`src/rtl/tf_pkg.sv`:
```
package tf_pkg;

    typedef enum logic {
        ST_FILL   = 1'b0,
        ST_SEARCH = 1'b1
    } tf_state_e;

    // Fixed-point scale factor for a radius ratio, rounded to nearest
    function automatic int ratio_q(input int rk, input int r3, input int frac);
        return (rk * (1 << frac) + r3 / 2) / r3;
    endfunction

    // Circular bin offset for curvature class j
    function automatic int class_off(input int j, input int ncls, input int d,
                                     input int w, input int n);
        int c;
        c = j - ncls / 2;
        return (((c * d + w) % n) + n) % n;
    endfunction

endpackage

```
`src/rtl/tf_hit_array.sv`:
```
module tf_hit_array #(
    parameter int NBINS = 64,
    localparam int PW   = $clog2(NBINS)
) (
    input  logic             clk,
    input  logic             rst,
    input  logic             clr,
    input  logic             we,
    input  logic [PW-1:0]    pos,
    output logic [NBINS-1:0] bits
);
    always_ff @(posedge clk) begin
        if (rst || clr) begin
            bits <= '0;
        end else if (we) begin
            bits[pos] <= 1'b1;
        end
    end
endmodule

```
`src/rtl/tf_rotator.sv`:
```
module tf_rotator #(
    parameter int NBINS = 64,
    localparam int PW   = $clog2(NBINS)
) (
    input  logic [NBINS-1:0] din,
    input  logic [PW-1:0]    amt,
    output logic [NBINS-1:0] dout
);
    logic [NBINS-1:0] stage [PW+1];

    assign stage[0] = din;

    for (genvar k = 0; k < PW; k++) begin : g_stage
        localparam int STEP = 1 << k;
        for (genvar i = 0; i < NBINS; i++) begin : g_bit
            assign stage[k+1][i] = amt[k] ? stage[k][(i + STEP) % NBINS]
                                          : stage[k][i];
        end
    end

    assign dout = stage[PW];
endmodule

```
`src/rtl/tf_coinc.sv`:
```
module tf_coinc
    import tf_pkg::*;
#(
    parameter int NBINS  = 64,
    parameter int NCLASS = 8,
    parameter int D1     = 1,
    parameter int D2     = 2,
    parameter int WIN    = 2
) (
    input  logic [NBINS-1:0]  rot1,
    input  logic [NBINS-1:0]  rot2,
    output logic [NCLASS-1:0] tmap
);
    for (genvar j = 0; j < NCLASS; j++) begin : g_cls
        localparam int O1 = class_off(j, NCLASS, D1, 0, NBINS);
        logic [WIN-1:0] pair_hit;
        for (genvar w = 0; w < WIN; w++) begin : g_win
            localparam int O2 = class_off(j, NCLASS, D2, w, NBINS);
            assign pair_hit[w] = rot1[O1] & rot2[O2];
        end
        assign tmap[j] = |pair_hit;
    end
endmodule

```
`src/rtl/tf_triplet_finder.sv`:
```
module tf_triplet_finder
    import tf_pkg::*;
#(
    parameter int NBINS  = 64,
    parameter int NCLASS = 8,
    parameter int R1     = 100,
    parameter int R2     = 200,
    parameter int R3     = 300,
    parameter int FRAC   = 8,
    parameter int D1     = 1,
    parameter int D2     = 2,
    parameter int WIN    = 2,
    localparam int PW    = $clog2(NBINS)
) (
    input  logic              clk,
    input  logic              rst,
    input  logic              clr,
    input  logic              l1_vld,
    input  logic [PW-1:0]     l1_pos,
    input  logic              l2_vld,
    input  logic [PW-1:0]     l2_pos,
    input  logic              start,
    input  logic              l3_vld,
    input  logic [PW-1:0]     l3_pos,
    output logic              busy,
    output logic              map_vld,
    output logic [NCLASS-1:0] map_out
);
    localparam int PRODW = PW + FRAC;

    tf_state_e state;

    always_ff @(posedge clk) begin
        if (rst || clr) begin
            state <= ST_FILL;
        end else if (state == ST_FILL && start) begin
            state <= ST_SEARCH;
        end
    end

    assign busy = (state == ST_SEARCH);

    logic [1:0]           lay_we;
    logic [PW-1:0]        lay_pos [2];
    logic [NBINS-1:0]     lay_bits [2];
    logic [NBINS-1:0]     lay_rot [2];
    logic [PW-1:0]        lay_shift [2];

    assign lay_we[0]  = l1_vld && !busy && !clr;
    assign lay_we[1]  = l2_vld && !busy && !clr;
    assign lay_pos[0] = l1_pos;
    assign lay_pos[1] = l2_pos;

    for (genvar g = 0; g < 2; g++) begin : g_layer
        localparam int RK = (g == 0) ? R1 : R2;
        localparam int QK = ratio_q(RK, R3, FRAC);
        localparam logic [PRODW-1:0] QV   = PRODW'(QK);
        localparam logic [PRODW-1:0] HALF = PRODW'(1 << (FRAC - 1));

        logic [PRODW-1:0] prod;
        assign prod         = PRODW'(l3_pos) * QV + HALF;
        assign lay_shift[g] = PW'(prod >> FRAC);

        tf_hit_array #(.NBINS(NBINS)) u_arr (
            .clk  (clk),
            .rst  (rst),
            .clr  (clr),
            .we   (lay_we[g]),
            .pos  (lay_pos[g]),
            .bits (lay_bits[g])
        );

        tf_rotator #(.NBINS(NBINS)) u_rot (
            .din  (lay_bits[g]),
            .amt  (lay_shift[g]),
            .dout (lay_rot[g])
        );
    end

    logic [NCLASS-1:0] tmap;

    tf_coinc #(
        .NBINS (NBINS),
        .NCLASS(NCLASS),
        .D1    (D1),
        .D2    (D2),
        .WIN   (WIN)
    ) u_coinc (
        .rot1 (lay_rot[0]),
        .rot2 (lay_rot[1]),
        .tmap (tmap)
    );

    logic accept;
    assign accept = busy && l3_vld && !clr;

    always_ff @(posedge clk) begin
        if (rst) begin
            map_vld <= 1'b0;
            map_out <= '0;
        end else begin
            map_vld <= accept;
            if (accept) begin
                map_out <= tmap;
            end
        end
    end
endmodule

```
`config.mk`:
```
export PLATFORM = sky130hd
export DESIGN_NAME = tf_triplet_finder
export DESIGN_NICKNAME = d
export VERILOG_FILES = /design/src/rtl/tf_pkg.sv /design/src/rtl/tf_hit_array.sv /design/src/rtl/tf_rotator.sv /design/src/rtl/tf_coinc.sv /design/src/rtl/tf_triplet_finder.sv
export SDC_FILE = /design/constraint.sdc
export NUM_CORES = 1
export LEC_CHECK = 0
export BUFFER_PORTS_ARGS = -buffer_cell sky130_fd_sc_hd__buf_2
export CORE_MARGIN = 5
export CORE_UTILIZATION = 40
export DETAILED_ROUTE_END_ITERATION = 8
export MAX_ROUTING_LAYER = met4
export PLACE_DENSITY = 0.59
export RECOVER_POWER = 25
export SLEW_MARGIN = 40
export SYNTH_ARGS = -nofsm -noshare
export SYNTH_HDL_FRONTEND = slang
export SYNTH_SLANG_ARGS = --single-unit
export TNS_END_PERCENT = 5
```
`constraint.sdc`:
```
create_clock -name clk -period 5.85 [get_ports clk]
set_input_delay 0.585 -clock clk [delete_from_list [all_inputs] [get_ports clk]]
set_output_delay 0.585 -clock clk [all_outputs]
set_load 0.1 [all_outputs]
```
==> results.txt <==
----------------------------------------------------
[Clocking]
  TritonCTS Sinks ... 129
  Hold-fix buffer count after cts ... 0
  Max H-tree Level ... 4
  Clock latency on the worst-skew pair ... 430 ps
  Total CTS buffers ... 17
  Reg clk slew, reported paths ... 60 ps
  Root buffer cell ... sky130_fd_sc_hd__clkbuf_16
  Max Root-Sink Buffers ... 2
  Total of cells resized after clock tree synthesis ... 0
  CTS tree ... done
  Number of buffers added for setup after CTS ... 0

[Place]
  Port buffer count ... 34
  Placed wire-length estimate ... 23.45 mm
  Global placer's final weighted congestion ... 0.9914

[Logic synthesis]
  Largest area contributor in the synthesized netlist ... sky130_fd_sc_hd__dfxtp_1
  Async S/R FF share, synth ... 0%
  Area of the mapped netlist ... 10190 sq um
  Sequential fraction of the synthesis area ... 25.34%
  Cell types with the largest area share after synthesis ... sky130_fd_sc_hd__dfxtp_1, sky130_fd_sc_hd__mux2i_1, sky130_fd_sc_hd__nor2_1
  Predominant post-synthesis flop cell ... sky130_fd_sc_hd__dfxtp_1
  Avg Synthesized Cell Area ... 8.101 sq um
  Number of nets produced by synthesis ... 1346
  Yosys top cell area share ... 25.34%
  Most instantiated library cell after synthesis ... sky130_fd_sc_hd__nor2_1
  Synthesis-stage register bit count ... 129
  Synthesized instance count ... 1258
  Synth top cells by count ... sky130_fd_sc_hd__nor2_1, sky130_fd_sc_hd__mux2i_1, sky130_fd_sc_hd__a21oi_1
  Yosys warnings ... 0
  Distinct cell type count after synthesis ... 76
  Post-synth EDFFs ... 0

[Drt]
  Routed via count ... 9580
  Wirelength per Cell ... 19.28 microns
  Total Wirelength ... 31.23 mm
  DR vias/cell ... 5.914
  Initial DRC count ... 899
  Number of routed nets with antenna violations ... 0
  Count of unresolved DRC violations after routing ... 0
  Number of iterations in the first detailed-routing pass ... 5

[Floorplan]
  Initial cell density of the core ... 40.59%
  Std-Cell Core Area ... 25110 sq um
  Chip width ... 169.6 microns
  Top Ports ... 35
  Standard-cell row count ... 58
  Floorplan die area ... 28770 sq um
  Die Y-Extent ... 169.6 microns

[Power and ir drop]
  Power per cell area ... 393.6 nW/um^2
  Standby leakage power ... 4.771 nW
  Peak supply drop ... 187.4 uV

[Cells and area]
  Fill cell instance count of the final layout ... 2558
  Antenna cell count ... 0
  Layout cells sized above 1 ... 13.80%
  Synth-to-layout area growth ... 13.78%
  Fin nets ... 1365

[Run status]
  Outcome ... finished with violations
  Failing checks ... max-capacitance violations, max-slew violations

[Worst hold path]
  Worst hold path class ... input pin to flop

[Global routing]
  Number of antenna violations at the first check in global routing ... 0
  Pin count of the biggest net entering global routing ... 71
  Vias in the first global route ... 9093
  Global-route wire length before repair ... 49.60 mm
  Overflow after GRT ... 0
  Aggregate global-route resource usage ... 22.04%

[Critical path]
  Worst flop-to-flop path endpoint ... map_out[6]$_SDFFE_PP0P_
  Kind of launch point of the worst setup path ... input pin
  Launch point of the worst reg-to-reg path ... g_layer[0].u_arr.bits[40]$_SDFFE_PP0P_
  Critical path destination ... map_out[2]$_SDFFE_PP0P_
  Kind of capture point of the worst setup path ... flop
  Req. time, crit path ... 6170 ps
  CP Class ... input pin to flop
  Peak fanout along the critical path ... 29
  Count of cells along the worst register-to-register path ... 8
  Register-to-register setup slack ... 3530 ps
  Origin of the worst setup path ... l3_pos[2]
  Data arrival time of the worst path ... 5600 ps

[STA]
  Final setup violating endpoints ... 0
  Count of endpoints failing hold in the final timing report ... 0
  Max transition margin ... -102.2%
  Sum Neg Setup Slack ... 0 ps
  Post-route clock skew ... 11.75 ps
  Pin slew with the least headroom to its limit ... 3032 ps
  Slew Limit Fails ... 54
  Final worst path period share ... 90.26%
  Maximum clock frequency ... 0.1894 GHz
  Hold_ws ... 367.1 ps
  Min Clock Period, post-route ... 5280 ps
  Setup repair after global routing missed its margin ... no

[Run]
  Max-cap violations ... 1

----------------------------------------------------
-- cell usage in the layout (no fill, tap or decap), types with 5 or more instances in the layout --
cell,instances
sky130_fd_sc_hd__buf_12,5
sky130_fd_sc_hd__and2_1,6
sky130_fd_sc_hd__o21ai_0,23
sky130_fd_sc_hd__ha_1,50
sky130_fd_sc_hd__nand2_1,103
sky130_fd_sc_hd__nor3b_2,8
sky130_fd_sc_hd__a211oi_1,7
sky130_fd_sc_hd__a22oi_1,6
sky130_fd_sc_hd__nand4_1,8
sky130_fd_sc_hd__clkbuf_16,17
sky130_fd_sc_hd__xor2_1,5
sky130_fd_sc_hd__o22ai_1,13
sky130_fd_sc_hd__and3_1,13
sky130_fd_sc_hd__bufinv_16,5
sky130_fd_sc_hd__mux2i_1,167
sky130_fd_sc_hd__buf_4,40
sky130_fd_sc_hd__o211ai_1,13
sky130_fd_sc_hd__nand3_1,26
sky130_fd_sc_hd__nor3_1,15
sky130_fd_sc_hd__dfxtp_1,129
sky130_fd_sc_hd__a221oi_1,10
sky130_fd_sc_hd__a31oi_1,6
sky130_fd_sc_hd__mux2_2,27
sky130_fd_sc_hd__a21oi_1,137
sky130_fd_sc_hd__inv_1,24
sky130_fd_sc_hd__nand2b_1,8
sky130_fd_sc_hd__buf_2,30
sky130_fd_sc_hd__fa_1,13
sky130_fd_sc_hd__mux4_2,15
sky130_fd_sc_hd__o32ai_1,5
sky130_fd_sc_hd__nor2_1,243
-- per-layer routing --
metal | wire length [microns] | GRT usage, % | share of wire (%) | vias up
met5 | 0 | - | 0 | -
met4 | 794 | 6.825 | 2.5 | 0
met3 | 1536 | 3.331 | 4.9 | 69
met2 | 14990 | 35.61 | 48 | 304
met1 | 13910 | 28.53 | 45 | 4612
li1 | - | - | - | 4595
-- metrics by stage --
stage | power (mW) | util (%) | cell area, sq um | cells | worst slack (ps)
final | 4.564 | 46.18 | 11590 | 1620 | 569.6
after global routing | 4.788 | 46.18 | 11590 | 1620 | 327.1
after CTS | 4.538 | 46.10 | 11570 | 1620 | 527.9
after detailed placement | 3.307 | 43.45 | 10910 | 1588 | 106.8
after global placement | 3.306 | 43.29 | 10870 | 1588 | 101.4
after floorplan | 2.708 | - | 10190 | 1258 | 807.2
-- critical path, stage by stage --
cell and delay, ps:
sky130_fd_sc_hd__buf_2 150, sky130_fd_sc_hd__ha_1 370, sky130_fd_sc_hd__fa_1 420, sky130_fd_sc_hd__fa_1 470
sky130_fd_sc_hd__ha_1 300, sky130_fd_sc_hd__ha_1 340, sky130_fd_sc_hd__a21o_1 240, sky130_fd_sc_hd__a21oi_2 270
sky130_fd_sc_hd__xnor2_4 240, sky130_fd_sc_hd__buf_12 260, sky130_fd_sc_hd__buf_4 220, sky130_fd_sc_hd__mux4_2 530
sky130_fd_sc_hd__and3_1 190, sky130_fd_sc_hd__a2111oi_0 500, sky130_fd_sc_hd__a2111oi_0 210, sky130_fd_sc_hd__a32o_1 280
-- where the power goes --
part	leakage (nW)	internal (mW)	switching, mW	total (mW)
Clock	0.314	0.775	0.450	1.22
Sequential	1.04	0.881	0.00202	0.883
Combinational	3.42	1.02	1.44	2.46
-- sequential cells by signal, indices dropped and copies added (netlist names) --
name	count
g_layer.u_arr.bits	119
map_out	8
busy	1
map_vld	1
-- area by class of cell --
cell class / count / area [sq um] / share of cell area [%]
Tap cell: 330 / 412.9 / 3.561
Timing Repair Buffer: 79 / 565.5 / 4.878
Clock inverter: 14 / 225.2 / 1.942
Sequential cell: 129 / 2582 / 22.27
Multi-Input combinational cell: 1026 / 7279 / 62.78
Inverter: 24 / 90.09 / 0.7769
Clock buffer: 18 / 439.2 / 3.788
-- worst min path at each step --
stage	start	endpoint	slack [ps]	cells after the start
CTS	start	busy$_SDFFE_PP0P_	360	3
floorplan	g_layer[0].u_arr.bits[50]$_SDFFE_PP0P_	g_layer[0].u_arr.bits[50]$_SDFFE_PP0P_	430	2
finish	start	busy$_SDFFE_PP0P_	370	3
global route	start	busy$_SDFFE_PP0P_	390	3
global placement	map_out[0]$_SDFFE_PP0P_	map_out[0]$_SDFFE_PP0P_	440	2
detailed placement	map_out[0]$_SDFFE_PP0P_	map_out[0]$_SDFFE_PP0P_	440	2
-- kinds of logic after synthesis --
family	Yosys count	synth area share, %
XOR/XNOR	16	1.891
buffers and inverters	103	4.358
AO/OA/AOI/OAI	276	17.25
AND/OR/NAND/NOR	461	19.66
multiplexers	210	22.81
flip-flops	129	25.34
adder cells (fa/ha/maj)	63	8.692
No activity file was read; power rests on OpenSTA's default activity.
